File: src/rtl/irq_pkg.sv
package irq_pkg;
  localparam int DEF_PC_W        = 10;
  localparam int DEF_STACK_DEPTH = 3;
  localparam int DEF_LOW_TICKS   = 2;
  localparam int DEF_VECTOR      = 'h0FF;
endpackage

File: src/rtl/irq_pulse_qual.sv
// Samples the pin on each instruction tick and flags a falling pulse
// that has stayed low for LOW_TICKS consecutive samples after a high one.
module irq_pulse_qual #(
  parameter int LOW_TICKS = 2
) (
  input  logic clk,
  input  logic rst_n,
  input  logic tick,
  input  logic pin,
  output logic qual
);
  localparam logic [LOW_TICKS-1:0] ARMED = {1'b1, {(LOW_TICKS-1){1'b0}}};

  logic [LOW_TICKS-1:0] hist;

  // Reset history to all-low so the pin must be seen high before an edge counts.
  always_ff @(posedge clk or negedge rst_n) begin
    if (!rst_n)    hist <= '0;
    else if (tick) hist <= {hist[LOW_TICKS-2:0], pin};
  end

  assign qual = tick & ~pin & (hist == ARMED);
endmodule

File: src/rtl/irq_take_ctrl.sv
// Enable bit and pending latch; decides the take cycle.
module irq_take_ctrl (
  input  logic clk,
  input  logic rst_n,
  input  logic qual,
  input  logic instr_done,
  input  logic en_set,
  input  logic en_clr,
  output logic en_q,
  output logic pend_q,
  output logic take
);
  logic en_d;
  logic pend_d;

  assign take = pend_q & en_q & instr_done;

  always_comb begin
    en_d = en_q;
    if (en_set)        en_d = 1'b1;
    if (en_clr | take) en_d = 1'b0;
    pend_d = en_q & ~take & ~en_clr & (pend_q | qual);
  end

  always_ff @(posedge clk or negedge rst_n) begin
    if (!rst_n) begin
      en_q   <= 1'b0;
      pend_q <= 1'b0;
    end else begin
      en_q   <= en_d;
      pend_q <= pend_d;
    end
  end
endmodule

File: src/rtl/irq_ret_stack.sv
// Shift-down return stack; the deepest entry falls off on every push.
module irq_ret_stack #(
  parameter int W     = 10,
  parameter int DEPTH = 3
) (
  input  logic               clk,
  input  logic               rst_n,
  input  logic               push,
  input  logic [W-1:0]       din,
  output logic [DEPTH*W-1:0] entries
);
  logic [W-1:0] slot [DEPTH];

  for (genvar i = 0; i < DEPTH; i++) begin : g_slot
    always_ff @(posedge clk or negedge rst_n) begin
      if (!rst_n) slot[i] <= '0;
      else if (push) begin
        if (i == 0) slot[i] <= din;
        else        slot[i] <= slot[(i > 0) ? i-1 : 0];
      end
    end
    assign entries[i*W +: W] = slot[i];
  end
endmodule

File: src/rtl/irq_recognizer.sv
module irq_recognizer
  import irq_pkg::*;
#(
  parameter int PC_W        = DEF_PC_W,
  parameter int STACK_DEPTH = DEF_STACK_DEPTH,
  parameter int LOW_TICKS   = DEF_LOW_TICKS,
  parameter int VECTOR      = DEF_VECTOR
) (
  input  logic                      clk,
  input  logic                      rst_n,
  input  logic                      cyc_tick,
  input  logic                      int_pin,
  input  logic                      instr_done,
  input  logic [PC_W-1:0]           pc_in,
  input  logic                      en_set,
  input  logic                      en_clr,
  output logic                      int_en,
  output logic                      int_pending,
  output logic                      pc_load,
  output logic [PC_W-1:0]           pc_vector,
  output logic                      push_valid,
  output logic [PC_W-1:0]           push_addr,
  output logic [STACK_DEPTH*PC_W-1:0] stack_entries
);
  function automatic logic [PC_W-1:0] ret_addr(input logic [PC_W-1:0] pc);
    return pc + PC_W'(1);
  endfunction

  // Named internal events, visible to the bound checker.
  logic qual_evt;
  logic take_evt;

  irq_pulse_qual #(.LOW_TICKS(LOW_TICKS)) u_qual (
    .clk  (clk),
    .rst_n(rst_n),
    .tick (cyc_tick),
    .pin  (int_pin),
    .qual (qual_evt)
  );

  irq_take_ctrl u_ctrl (
    .clk       (clk),
    .rst_n     (rst_n),
    .qual      (qual_evt),
    .instr_done(instr_done),
    .en_set    (en_set),
    .en_clr    (en_clr),
    .en_q      (int_en),
    .pend_q    (int_pending),
    .take      (take_evt)
  );

  assign pc_load    = take_evt;
  assign pc_vector  = PC_W'(VECTOR);
  assign push_valid = take_evt;
  assign push_addr  = ret_addr(pc_in);

  irq_ret_stack #(.W(PC_W), .DEPTH(STACK_DEPTH)) u_stack (
    .clk    (clk),
    .rst_n  (rst_n),
    .push   (take_evt),
    .din    (push_addr),
    .entries(stack_entries)
  );
endmodule

File: config.mk
export PLATFORM = sky130hd
export DESIGN_NAME = irq_recognizer
export DESIGN_NICKNAME = d
export VERILOG_FILES = /design/src/rtl/irq_pkg.sv /design/src/rtl/irq_pulse_qual.sv /design/src/rtl/irq_take_ctrl.sv /design/src/rtl/irq_ret_stack.sv /design/src/rtl/irq_recognizer.sv
export SDC_FILE = /design/constraint.sdc
export NUM_CORES = 1
export LEC_CHECK = 0
export BUFFER_PORTS_ARGS = -buffer_cell sky130_fd_sc_hd__buf_2
export CORE_ASPECT_RATIO = 0.9
export CORE_MARGIN = 3
export CORE_UTILIZATION = 40
export DETAILED_ROUTE_END_ITERATION = 12
export PLACE_DENSITY = 0.68
export SLEW_MARGIN = 40
export SYNTH_ARGS = -nofsm -noshare
export SYNTH_HDL_FRONTEND = slang
export SYNTH_SLANG_ARGS = --single-unit
File: constraint.sdc
create_clock -name clk -period 2.6 [get_ports clk]
set_clock_uncertainty 0.05 [all_clocks]
set_input_delay 0.26 -clock clk [delete_from_list [all_inputs] [get_ports clk]]
set_output_delay 0.26 -clock clk [all_outputs]
set_load 0.01 [all_outputs]
==> results.cfg <==
[status]
status = complete, no violations

[detailed_routing]
ant_nets = 0
drt_wl_total_um = 3320
num_vias = 1282
dr.first_iter.drc_count = 94
post_drt_wl_per_cell_um = 12.0
post-route-drc-count = 0
via_per_inst = 4.63
drt_pass1_iterations = 4

[sta]
layout_min_cycle_time_ps = 1820
hold_viol = 0
setup_viol = 0
rsz0062_at_grt = false
fmax_mhz = 550
fin_setup_tns_ps = 0
period_share_pct = 70.0
slew_viol_final = 0

[placed_design]
port_buffers = 60
gp_congestion = 0.759
dp.final_hpwl_um = 2500
placed_cell_area_sq_mm = 0.00183

[yosys]
synth_top_family_by_area = simple AND/OR/NAND/NOR gates
synth_top_area_share_pct = 55.3
synth-simple-area-share_pct = 26.5
netlist_area_sq_mm = 0.00154
synthFlopType = dfrtp_1
yosys-top-cells-area = dfrtp_1 (55%), nand2_1 (18%), buf_4 (5.4%), mux2_2 (2.9%), a31oi_1 (2.0%)
synth_area_per_cell_sq_um = 8.99
synth_fa_ha_area_share_pct = 0.814
synthTopCellsByCount = nand2_1 (72), dfrtp_1 (34), buf_4 (11)
synthXorXnorAreaFrac_pct = 1.71
synth_area_leader_cell = dfrtp_1
ys_seq_area_share_pct = 55.3
synth_cell_type_count = 28
synth-edff-count = 0
synth-compound-area-share_pct = 4.48
synthCells = 171
synth_most_common_cell = nand2_1
synthArstFlopShare_pct = 100
ys_ff_latch = 34
synth_warnings = 0
synthMuxAreaShare_pct = 2.93

[clocking]
cts.htree.levels = 2
cts_made_buffers = 5
clock_latency_ps = 270
cts_tree = built
clkSlewWorstSetupHoldPaths_ps = 60
cts_root_buf = clkbuf_8
cts-hold-fix-buffers = 0
cts_resized = 0
cts_setup_buffers = 0
clockBufferDepth = 2
clock_sinks = 34

[grt]
grt_pass1_vias = 1169
grt_first_pass_wirelength_um = 5370
grt_antenna_before_repair = 0
grt_usage_pct = 14.8
grt_max_degree = 35
grt_overflow = 0

[finish]
fillCellCount = 322
area_growth_pct = 27.1
multi_input_area_sq_um = 598
fin_nets = 252
regArea_sq_um = 851
design_area_sq_mm = 0.00195
insertedDiodeCount = 0
drive_above_1_share_pct = 33.0

[floorplan]
rows = 20
die_h_um = 64.8
core_area_sq_mm = 0.00353
pin_count = 71
fp.dieW_um = 71.4
initial_core_util_pct = 43.6
dieArea_sq_mm = 0.00463

[power_and_ir_drop]
p_per_area_mw_per_mm2 = 539
power.total_w = 0.00105
peakVddDrop_mv = 0.213
p_leak_nw = 1.17

[setup_path]
cp.required_ps = 2290
arrival_ps = 1510
rr_worst_depth = 6
crit_path_start_kind = flip-flop
cp_max_fo = 25
path_class = reg -> out
worstSetupEndpointType = primary output

[flow_run]
maxCapViolCount = 0

[min_path]
worstHoldPathCells = 2
hold_path.class = in -> reg
cell type report:
| type | count | share of cell area, % |
|---|---|---|
| Sequential cell | 34 | 43.5 |
| Multi-Input combinational cell | 125 | 30.6 |
| Timing Repair Buffer | 64 | 18.1 |
| Clock buffer | 6 | 4.23 |
| Tap cell | 44 | 2.82 |
| Inverter | 4 | 0.768 |
critical path, stage by stage (launching register included):
cell,delay [ps]
dfrtp_1,370
nand3_1,80
buf_4,220
inv_2,350
buf_2,210
state kept, by name, summed over array words and instances (netlist names):
name / count
u_qual.hist: 2
u_ctrl.en_q: 1
u_ctrl.pend_q: 1
u_stack.entries: 30
logic make-up after synthesis:
group | count (synthesis)
compound gates | 12
xor+xnor | 3
fa+ha+maj | 1
buf+inv | 20
flops | 34
mux | 4
other cells | 2
simple gates | 95
placed cells by master, fill, tap and decap left out:
master         count
or3_2              1
or4_4              1
nor2b_1            1
dfrtp_1           34
buf_2             60
xnor2_1            2
nor3_1             1
inv_2              1
nor2_1             6
a21oi_1            1
a31oi_1            5
nand3_1            5
nand4_1            2
ha_1               1
xor2_1             1
conb_1            10
clkbuf_8           6
buf_16             1
mux2_2             4
buf_4              2
o31ai_1            1
inv_1              3
o21ai_0            5
nand4_2            1
or3_1              3
nor3b_1            1
dlygate4sd3_1      1
nor4b_1            1
nand2_1           72
stage by stage:
| step | setup WS, ps | instances | util (%) | hold slack (ps) |
|---|---|---|---|---|
| 3_3_place_gp | 971 | 269 | 52.0 | 314 |
| 5_1_grt | 663 | 277 | 55.4 | 108 |
| 2_1_floorplan | 1170 | 179 | - | -85.6 |
| 4_1_cts | 763 | 275 | 54.3 | 15.0 |
| 6_report | 781 | 277 | 55.4 | 109 |
| 3_5_place_dp | 943 | 269 | 52.0 | 316 |
path summary, 6_finish.rpt:
check | endpoint | slack [ps] | from
max | pc_load | 780 | u_ctrl.pend_q$_DFF_PN0_
min in group asynchronous | u_stack.entries[26]$_DFFE_PN0P_ | 350 | rst_n
min | u_ctrl.pend_q$_DFF_PN0_ | 110 | en_clr
max reg2reg | u_stack.entries[7]$_DFFE_PN0P_ | 1010 | u_ctrl.pend_q$_DFF_PN0_
max in group asynchronous | u_stack.entries[14]$_DFFE_PN0P_ | 1740 | rst_n
min reg2reg | u_stack.entries[24]$_DFFE_PN0P_ | 420 | u_stack.entries[24]$_DFFE_PN0P_
where the power goes:
group / total [W] / internal [W] / switching (W) / leakage, nW
clock: 0.000368 / 0.000204 / 0.000164 / 0.0431
sequential: 0.000564 / 0.000548 / 0.0000153 / 0.467
combinational: 0.000122 / 0.0000510 / 0.0000708 / 0.657
metal layers:
metal	global-route usage (%)	vias up	share of wire, %
met4	5.63	0	1.2
met1	20.5	575	49
met2	21.8	49	42
met3	4.50	5	7.4
li1	-	653	-
met5	0	-	0
Power figures use the tool's default switching activity.
